**src/rtl/gdrv_trip_pkg.sv**
```systemverilog
package gdrv_trip_pkg;

    typedef enum logic [1:0] {
        ST_CLEAR = 2'd0,
        ST_TEMP  = 2'd1,
        ST_PERM  = 2'd2,
        ST_RESET = 2'd3
    } trip_state_e;

endpackage

```
**src/rtl/gdrv_flt_sync.sv**
```systemverilog
module gdrv_flt_sync #(
    parameter int N_DRV       = 6,
    parameter int SYNC_STAGES = 2
) (
    input  logic             clk,
    input  logic             rst_n,
    input  logic [N_DRV-1:0] flt_raw,
    output logic             flt_any
);

    logic raw_or;
    assign raw_or = |flt_raw;

    generate
        if (SYNC_STAGES == 0) begin : g_bypass
            assign flt_any = raw_or;
        end else begin : g_chain
            logic [SYNC_STAGES-1:0] stage_q;
            always_ff @(posedge clk or negedge rst_n) begin
                if (!rst_n) begin
                    stage_q <= '0;
                end else begin
                    stage_q[0] <= raw_or;
                    for (int k = 1; k < SYNC_STAGES; k++) begin
                        stage_q[k] <= stage_q[k-1];
                    end
                end
            end
            assign flt_any = stage_q[SYNC_STAGES-1];
        end
    endgenerate

endmodule

```
**src/rtl/gdrv_retry_timer.sv**
```systemverilog
module gdrv_retry_timer #(
    parameter int HOLD_TICKS = 5000
) (
    input  logic clk,
    input  logic rst_n,
    input  logic run,
    input  logic hold,
    input  logic tick,
    output logic expire
);

    localparam int TMR_W = $clog2(HOLD_TICKS + 1);
    localparam logic [TMR_W-1:0] LAST = TMR_W'(HOLD_TICKS - 1);

    logic [TMR_W-1:0] tmr_q;

    always_ff @(posedge clk or negedge rst_n) begin
        if (!rst_n) begin
            tmr_q <= '0;
        end else if (!run || hold) begin
            tmr_q <= '0;
        end else if (tick && tmr_q != LAST) begin
            tmr_q <= tmr_q + 1'b1;
        end
    end

    assign expire = run && !hold && tick && (tmr_q == LAST);

endmodule

```
**src/rtl/gdrv_flt_counter.sv**
```systemverilog
module gdrv_flt_counter #(
    parameter int MAX_FAULTS = 3,
    parameter int CNT_W      = $clog2(MAX_FAULTS + 1)
) (
    input  logic             clk,
    input  logic             rst_n,
    input  logic             clr,
    input  logic             inc,
    output logic [CNT_W-1:0] cnt,
    output logic             at_max
);

    localparam logic [CNT_W-1:0] CAP = CNT_W'(MAX_FAULTS);

    always_ff @(posedge clk or negedge rst_n) begin
        if (!rst_n) begin
            cnt <= '0;
        end else if (clr) begin
            cnt <= '0;
        end else if (inc && cnt != CAP) begin
            cnt <= cnt + 1'b1;
        end
    end

    assign at_max = (cnt >= CAP);

endmodule

```
**src/rtl/gdrv_trip_fsm.sv**
```systemverilog
module gdrv_trip_fsm
    import gdrv_trip_pkg::*;
(
    input  logic        clk,
    input  logic        rst_n,
    input  logic        flt_any,
    input  logic        expire,
    input  logic        at_max,
    input  logic        clr,
    output trip_state_e state,
    output logic        cnt_inc,
    output logic        hold_kill
);

    trip_state_e state_q, state_d;

    always_comb begin
        state_d = state_q;
        unique case (state_q)
            ST_CLEAR: if (flt_any) state_d = ST_TEMP;
            ST_TEMP:  if (expire)  state_d = at_max ? ST_PERM : ST_RESET;
            ST_PERM:  state_d = ST_PERM;
            ST_RESET: state_d = ST_CLEAR;
            default:  state_d = ST_RESET;
        endcase
        if (clr) state_d = ST_RESET;
    end

    always_ff @(posedge clk or negedge rst_n) begin
        if (!rst_n) state_q <= ST_RESET;
        else        state_q <= state_d;
    end

    always_comb begin
        cnt_inc   = (state_q == ST_CLEAR) && flt_any && !clr;
        hold_kill = (state_q != ST_CLEAR);
        state     = state_q;
    end

endmodule

```
**src/rtl/gdrv_trip_mgr.sv**
```systemverilog
module gdrv_trip_mgr
    import gdrv_trip_pkg::*;
#(
    parameter int N_DRV       = 6,
    parameter int SYNC_STAGES = 2,
    parameter int HOLD_TICKS  = 5000,
    parameter int MAX_FAULTS  = 3,
    parameter int CNT_W       = $clog2(MAX_FAULTS + 1)
) (
    input  logic             clk,
    input  logic             rst_n,
    input  logic [N_DRV-1:0] drv_flt_i,
    input  logic             tick_i,
    input  logic             clr_i,
    output logic             pwm_kill_o,
    output logic [N_DRV-1:0] drv_dis_o,
    output logic [1:0]       state_o,
    output logic [CNT_W-1:0] flt_cnt_o
);

    logic        flt_any;
    logic        expire;
    logic        at_max;
    logic        cnt_inc;
    logic        hold_kill;
    trip_state_e state;

    gdrv_flt_sync #(.N_DRV(N_DRV), .SYNC_STAGES(SYNC_STAGES)) u_sync (
        .clk(clk), .rst_n(rst_n), .flt_raw(drv_flt_i), .flt_any(flt_any)
    );

    gdrv_retry_timer #(.HOLD_TICKS(HOLD_TICKS)) u_timer (
        .clk(clk), .rst_n(rst_n), .run(state == ST_TEMP), .hold(flt_any),
        .tick(tick_i), .expire(expire)
    );

    gdrv_flt_counter #(.MAX_FAULTS(MAX_FAULTS), .CNT_W(CNT_W)) u_count (
        .clk(clk), .rst_n(rst_n), .clr(clr_i), .inc(cnt_inc),
        .cnt(flt_cnt_o), .at_max(at_max)
    );

    gdrv_trip_fsm u_fsm (
        .clk(clk), .rst_n(rst_n), .flt_any(flt_any), .expire(expire),
        .at_max(at_max), .clr(clr_i), .state(state), .cnt_inc(cnt_inc),
        .hold_kill(hold_kill)
    );

    // immediate trip path: raw lines reach the kill without a register
    always_comb begin
        pwm_kill_o = (|drv_flt_i) | hold_kill;
        drv_dis_o  = {N_DRV{pwm_kill_o}};
        state_o    = state;
    end

endmodule

```
**config.mk**
```make
export PLATFORM = sky130hd
export DESIGN_NAME = gdrv_trip_mgr
export DESIGN_NICKNAME = d
export VERILOG_FILES = /design/src/rtl/gdrv_trip_pkg.sv /design/src/rtl/gdrv_flt_sync.sv /design/src/rtl/gdrv_retry_timer.sv /design/src/rtl/gdrv_flt_counter.sv /design/src/rtl/gdrv_trip_fsm.sv /design/src/rtl/gdrv_trip_mgr.sv
export SDC_FILE = /design/constraint.sdc
export NUM_CORES = 1
export LEC_CHECK = 0
export BUFFER_PORTS_ARGS = -buffer_cell sky130_fd_sc_hd__buf_2
export CORE_AREA = 2 2 49 51
export CTS_CLUSTER_SIZE = 24
export DETAILED_ROUTE_END_ITERATION = 16
export DIE_AREA = 0 0 51 53
export PLACE_DENSITY = 0.75
export SLEW_MARGIN = 20
export SYNTH_ARGS = -nofsm -noshare
export SYNTH_HDL_FRONTEND = slang
export SYNTH_SLANG_ARGS = --single-unit
export TNS_END_PERCENT = 1
```
**constraint.sdc**
```tcl
create_clock -name clk -period 2.4 [get_ports clk]
set_clock_uncertainty 0.2 [all_clocks]
set_input_delay 0.48 -clock clk [delete_from_list [all_inputs] [get_ports clk]]
set_output_delay 0.48 -clock clk [all_outputs]
set_load 0.02 [all_outputs]
```
==> results.ini, run 1 <==
[timing]
worst_pin_slew_ps=433
rsz0062_at_grt=no
period_share_pct=94.0
setup_viol=0
relSlewSlack_pct=71.2
min_period_ps=2260
finalHoldViolCount=0
fin_setup_tns_ps=0
timing.final.max_slew_violations=0
max_freq_mhz=443

[yosys]
synth_top_family_by_area=simple AND/OR/NAND/NOR gates
syn_avg_cell_area_sq_um=9.55
synth_fa_ha_area_share_pct=5.65
netlist_area_sq_um=1110
synth-xor-area-share_pct=7.91
syn_nets=131
ys_ff_latch=19
ys_seq_area_share_pct=43.2
synth.yosys.warnings=0
synth_cell_types=29
synth_simple_gate_area_share_pct=25.8
synthCells=116
synthMuxAreaShare_pct=2.71
synth_compound_area_share_pct=8.70

[routing]
vias=866
ant_nets=0
first_pass_iters=4
first_iter_violations=13
wl_per_cell_um=12.6
drc=0
wl_um=2040
avgViaCountPerCell=5.35

[placement]
gp_congestion=0.890
postPlaceCellArea_sq_um=1190
port_buffers=20
hpwl_um=1580

[layout]
final_area_sq_um=1230
mostFrequentLayoutCells=20 x buf_2, 17 x nor2_1, 17 x dfrtp_1
synthToLayoutAreaGrowth_pct=11.2
layout_commonest_cell=buf_2
fillers=199
seq_area_sq_um=478
multi_input_area_sq_um=562
antenna_cells=0
nets=150
drive_above_1_share_pct=20.9

[clock_network]
cts.root.buffer_cell=clkbuf_4
cts_resized=0
cts_tree=yes
cts_made_buffers=3
insertion_delay_ps=300
clk_pin_slew_ps=110
ctsHtreeMaxLevel=1
clock-sinks=19
cts_buffer_depth=2

[pwr]
power.leakage_nw=0.517
ir_worst_vdd_v=0.000487
power_density_nw_per_um2=607

[worst_setup_path]
critPathRequiredTime_ps=1720
crit_type=flip-flop to output pin
cp-start-kind=flip-flop
worstRegToRegCells=4
worstReg2RegEnd=u_timer.tmr_q[0]
timing.rr.start=u_timer.tmr_q[3]
critPathCaptureType=output pin
crit_arrival_ps=1580
regToRegSetupSlack_ps=340
path_max_fanout=7

[floorplan]
coreArea_sq_um=2150
initial_core_util_pct=51.5
fp.dieW_um=51
core.rowCount=17
dieArea_sq_um=2700
num_io_pins=21
die_y_um=53

[hold_path]
min_to=u_sync.g_chain.stage_q[1]
hold_depth=0
hold_path_class=flip-flop to flip-flop
min-delay-start=u_sync.g_chain.stage_q[0]

[global_routing]
grt_max_degree=20
grt-ovfl-total=0
antenna_found_initial=0
grt_pass1_wl_um=3640
first_global_vias=875
track_usage_pct=18.5

[run]
drv_cap=0

[status]
status=finished clean

==> metrics by stage <==
step	util [%]	instances	total power [mW]	setup WS [ps]	hold slack [ps]
detailed placement	55.6	157	0.594	359	140
CTS	57.3	162	0.757	113	164
finish	57.3	162	0.748	143	162
floorplan	-	116	0.525	315	-15.6
global placement	55.6	157	0.579	398	133
global route	57.3	162	0.798	18.1	182
==> cell families after synthesis <==
group,after synthesis
AO/OA/AOI/OAI,12
XOR/XNOR,10
adder cells (fa/ha/maj),5
buffers and inverters,12
flip-flops,19
multiplexers,3
AND/OR/NAND/NOR,55
==> layout make-up <==
class / instances / share of cell area (%)
multi-input cells: 85 / 45.6
flip-flops and latches: 19 / 38.8
repair buffers: 21 / 8.94
well taps: 28 / 2.85
clock buffers: 3 / 1.83
inverters: 5 / 1.52
clock inverters: 1 / 0.407
==> how the worst max path moves through the flow <==
stage | cells past startpoint | slack [ps] | startpoint | to
6_report | 4 | 140 | u_fsm.state[1] | drv_dis_o[1]
5_1_grt | 4 | 20 | u_fsm.state[1] | drv_dis_o[5]
4_1_cts | 4 | 110 | u_fsm.state[1] | drv_dis_o[2]
3_5_place_dp | 4 | 360 | u_timer.tmr_q[3] | u_timer.tmr_q[0]
3_3_place_gp | 4 | 400 | u_timer.tmr_q[3] | u_timer.tmr_q[0]
2_1_floorplan | 4 | 310 | u_fsm.state[0] | drv_dis_o[0]
==> power by group <==
| part | switching (mW) | internal, mW |
|---|---|---|
| Sequential | 0.0218 | 0.352 |
| Clock | 0.100 | 0.0622 |
| Combinational | 0.119 | 0.0926 |
==> routing by layer <==
metal  wire length, um  share of wire, %  GRT usage (%)  up-vias
met4                46               2.3           10.8        0
met2               925                45           30.7       19
met5                 0                 0              0        -
met1               988                49           22.2      403
met3                75               3.7           3.39        5
li1                  -                 -              -      439
==> timing repair <==
action,CTS,global route
setup buffers,0,0
hold buffers,1,0
hold endpoints to repair,17,0
==> worst max-delay path, cell delays in order (launching register included) <==
cell and delay, ps:
dfstp_2 580, inv_1 80, ha_1 240, nand4_1 170, buf_2 200
==> flip-flops by register name, summed over array words and instances (netlist names) <==
signal / count
u_count.cnt: 2
u_timer.tmr_q: 13
u_fsm.state: 2
u_sync.g_chain.stage_q: 2
==> synthesized netlist by cell type <==
library cell	instances	area [sq um]
a21o_1	1	7.51
o41ai_1	1	8.76
or3_1	2	12.5
nand3b_1	1	7.51
inv_1	5	18.8
o211ai_1	1	7.51
mux2i_1	3	30.0
and4_1	1	8.76
xor2_1	4	35.0
buf_4	6	45.0
o21ai_0	3	15.0
nand4_1	4	25.0
nor2b_1	4	25.0
o32a_1	1	10.0
nand3_1	3	15.0
nand2b_1	2	12.5
o41ai_4	1	27.5
or4b_4	1	13.8
nand2_1	7	26.3
nor3_1	8	40.0
ha_1	5	62.6
dfrtp_1	17	425
a21oi_1	4	20.0
nor4_1	4	25.0
xnor2_1	6	52.6
or4b_1	1	10.0
nor2_1	17	63.8
dfstp_2	2	52.6
clkbuf_1	1	3.75
(Power assumes the default switching activity.)
==> run 2: changes to the inputs <==
Settings changed: CORE_AREA 2 2 49 51 to 2 2 71 46, DIE_AREA 0 0 51 53 to 0 0 73 48, PLACE_DENSITY 0.75 to default.
==> results.ini, run 2 (synthesis results as in run 1) <==
[hold_path]
hold_path_class=flip-flop to flip-flop

[routing]
ant_nets=0
first_pass_iters=4
wl_per_cell_um=13.0
drc=0
first_iter_violations=131
avgViaCountPerCell=5.21
vias=876
wl_um=2190

[layout]
final_util_pct=44.9
regMostFlops=u_timer.tmr_q
largest_reg_flops=13
fillers=259
drive_above_1_share_pct=20.1
mostFrequentLayoutCells=20 x buf_2, 17 x nor2_1, 17 x dfrtp_1
antenna_cells=0
nets=150
synthToLayoutAreaGrowth_pct=13.4
fin_cells=168
layout_commonest_cell=buf_2

[global_routing]
grt-ovfl-total=0
track_usage_pct=14.3
grt_max_degree=20
grt_pass1_wl_um=3650
antenna_found_initial=0
first_global_vias=759

[timing]
rsz0062_at_grt=no
period_share_pct=92.5
finalHoldViolCount=0
fin_setup_tns_ps=0
relSlewSlack_pct=70.5
worst_pin_slew_ps=442
min_period_ps=2220
setup_viol=0
max_freq_mhz=450
timing.final.max_slew_violations=0

[floorplan]
initial_core_util_pct=39.6
coreArea_sq_um=2800
fp.dieW_um=73
core.rowCount=15
die_y_um=48
num_io_pins=21
dieArea_sq_um=3500

[worst_setup_path]
crit_type=flip-flop to output pin
critPathRequiredTime_ps=1720
critPathCaptureType=output pin
crit_arrival_ps=1540
path_max_fanout=7
cp-start-kind=flip-flop

[status]
status=finished clean

[clock_network]
cts_buffer_depth=2
clock-sinks=19
cts_resized=0
hold_buffers=1
cts_setup_buffers=0
cts_made_buffers=3
cts.root.buffer_cell=clkbuf_8
insertion_delay_ps=260
clk_pin_slew_ps=70
cts_tree=yes
ctsHtreeMaxLevel=1

[pwr]
power.leakage_nw=0.522
power_density_nw_per_um2=643
finalPower_mw=0.807
ir_worst_vdd_v=0.000200

[placement]
port_buffers=20
hpwl_um=1700
dp.cells=163
gp_congestion=0.860

[run]
drv_cap=0

run 2: cell types whose count changed in the layout (fill, tap and decap cells not counted):
cell      before  now
clkbuf_1       0    1
clkbuf_4       3    0
clkinv_2       1    0
clkbuf_8       0    3
run 2: critical path, cell delays in order, from the launching register on:
cell     delay, ps
dfstp_2        570
inv_1           60
ha_1           270
nand4_1        180
buf_2          200
run 2: final timing paths:
path,from,to,slack (ps),cells past startpoint
worst max-delay path,u_fsm.state[0],drv_dis_o[0],180,4
min in group asynchronous,rst_n,u_timer.tmr_q[1],480,2
worst min register to register,u_sync.g_chain.stage_q[0],u_sync.g_chain.stage_q[1],150,0
max in group asynchronous,rst_n,u_fsm.state[0],1190,2
worst min-delay path,u_sync.g_chain.stage_q[0],u_sync.g_chain.stage_q[1],150,0
worst max register to register,u_timer.tmr_q[3],u_timer.tmr_q[3],270,4
run 2: metrics by stage:
| stage | setup WS, ps | hold slack [ps] | area, sq um |
|---|---|---|---|
| global route | 89.2 | 164 | 1260 |
| floorplan | 315 | -15.6 | 1110 |
| finish | 180 | 149 | 1260 |
| global placement | 387 | 133 | 1200 |
| CTS | 157 | 150 | 1260 |
| detailed placement | 335 | 135 | 1200 |
run 2: layer usage:
metal	global-route usage (%)	vias to the layer above	wire length [um]	part of all wire, %
met5	0	-	0	0
met3	5.47	6	127	5.8
met4	4.44	0	21	0.96
met2	20.4	34	907	41
met1	20.1	400	1130	52
li1	-	436	-	-
run 2: final cells by class:
| cell class | count | area, sq um | share of cell area [%] |
|---|---|---|---|
| Sequential cell | 19 | 478 | 38.0 |
| Clock buffer | 4 | 45.0 | 3.59 |
| Inverter | 5 | 18.8 | 1.49 |
| Timing Repair Buffer | 21 | 110 | 8.77 |
| Multi-Input combinational cell | 85 | 562 | 44.7 |
| Tap cell | 34 | 42.5 | 3.39 |
run 2: power breakdown:
part	leakage [nW]	total, mW	switching (mW)	internal, mW
sequential	0.248	0.373	0.0211	0.352
clock	0.0228	0.220	0.102	0.118
combinational	0.251	0.214	0.121	0.0931
==> run 3: changes to the inputs <==
Settings changed: BUFFER_PORTS_ARGS -buffer_cell sky130_fd_sc_hd__buf_2 to -buffer_cell sky130_fd_sc_hd__buf_4.
==> results.ini, run 3 (synthesis results as in run 1) <==
[status]
status=finished clean

[routing]
wl_um=2280
vias=875
drc=0
first_iter_violations=70
ant_nets=0
first_pass_iters=4
avgViaCountPerCell=5.21
wl_per_cell_um=13.6

[timing]
relSlewSlack_pct=67.5
period_share_pct=94.3
finalHoldViolCount=0
timing.final.max_slew_violations=0
setup_viol=0
worst_pin_slew_ps=487
min_period_ps=2260
fin_ws_ps=137
fin_setup_tns_ps=0
max_freq_mhz=442
rsz0062_at_grt=no

[worst_setup_path]
cp-start-kind=flip-flop
timing.rr.start=u_timer.tmr_q[3]
crit_type=flip-flop to output pin
worstReg2RegEnd=u_timer.tmr_q[3]
critPathRequiredTime_ps=1720
regToRegSetupSlack_ps=330
crit_arrival_ps=1580
worstRegToRegCells=4
critPathCaptureType=output pin
path_max_fanout=7

[floorplan]
dieArea_sq_um=3500
initial_core_util_pct=39.6
die_y_um=48
core.rowCount=15
fp.dieW_um=73
coreArea_sq_um=2800
num_io_pins=21

[pwr]
switchingPower_mw=0.260
ir_worst_vdd_v=0.000222
finalPower_mw=0.837
power_density_nw_per_um2=639
power.leakage_nw=0.544
switching_share_pct=31.0
clkPwrFrac_pct=27.9
p_comb_share_pct=27.3
seqPwrFrac_pct=44.8
internal_power_mw=0.577

[layout]
fillers=265
drive_above_1_share_pct=20.9
mostFrequentLayoutCells=20 x buf_4, 17 x nor2_1, 17 x dfrtp_1
antenna_cells=0
synthToLayoutAreaGrowth_pct=18.3
layout_commonest_cell=buf_4
largest_reg_flops=13
final_util_pct=46.8
regMostFlops=u_timer.tmr_q
nets=150

[hold_path]
min_to=u_sync.g_chain.stage_q[1]
min-delay-start=u_sync.g_chain.stage_q[0]
hold_path_class=flip-flop to flip-flop
hold_depth=0

[clock_network]
cts_resized=0
cts_setup_buffers=0
clk_pin_slew_ps=80
hold_buffers=1
cts.root.buffer_cell=clkbuf_8
ctsHtreeMaxLevel=1
cts_buffer_depth=2
clock-sinks=19
cts_tree=yes
insertion_delay_ps=260
cts_made_buffers=3

[placement]
gp_congestion=0.811
dp_slack_ps=335
hpwl_um=1720
port_buffers=20

[global_routing]
first_global_vias=816
grt-ovfl-total=0
grt_max_degree=20
antenna_found_initial=0
track_usage_pct=14.7
grt_pass1_wl_um=3710

[run]
drv_cap=0

[run 3: worst max-delay path by stage]
| stage | startpoint | to | slack [ps] | cells past startpoint |
|---|---|---|---|---|
| 3_5_place_dp | u_timer.tmr_q[3] | u_timer.tmr_q[3] | 330 | 4 |
| 5_1_grt | u_fsm.state[0] | drv_dis_o[1] | 60 | 4 |
| 3_3_place_gp | u_timer.tmr_q[10] | u_timer.tmr_q[3] | 380 | 4 |
| 4_1_cts | u_fsm.state[1] | drv_dis_o[5] | 120 | 4 |
| 2_1_floorplan | u_fsm.state[0] | drv_dis_o[0] | 310 | 4 |
| 6_report | u_fsm.state[0] | drv_dis_o[5] | 140 | 4 |
[run 3: layout make-up]
type	instances	area [sq um]	area share (%)
inverter	5	18.8	1.43
sequential	19	478	36.5
clock buffer	3	41.3	3.15
timing repair buffer	21	160	12.2
multi-input combinational	85	562	42.9
tap	34	42.5	3.25
clock inverter	1	7.51	0.573
[run 3: critical path, cell delays in order, from the launching register on]
cell     delay (ps)
dfstp_2         570
inv_1            70
ha_1            260
nand4_1         230
buf_4           200
[run 3: layer usage]
layer	routed length [um]	global-route usage, %
met5	0	0
met4	10	4.44
met2	924	22.5
met3	155	5.68
met1	1190	19.4
[run 3: power groups by stage]
stage / registers (mW) / logic (mW) / clock network [mW]
6_report: 0.375 / 0.229 / 0.234
5_1_grt: 0.376 / 0.251 / 0.255
4_1_cts: 0.374 / 0.230 / 0.241
3_5_place_dp: 0.380 / 0.229 / 0
3_3_place_gp: 0.378 / 0.223 / 0
2_1_floorplan: 0.402 / 0.123 / 0
[run 3: per-stage QoR]
| stage | instances | instance area, sq um | hold WS [ps] |
|---|---|---|---|
| floorplan | 116 | 1110 | -15.6 |
| global placement | 163 | 1250 | 134 |
| detailed placement | 163 | 1250 | 137 |
| CTS | 168 | 1310 | 155 |
| global route | 168 | 1310 | 167 |
| finish | 168 | 1310 | 152 |
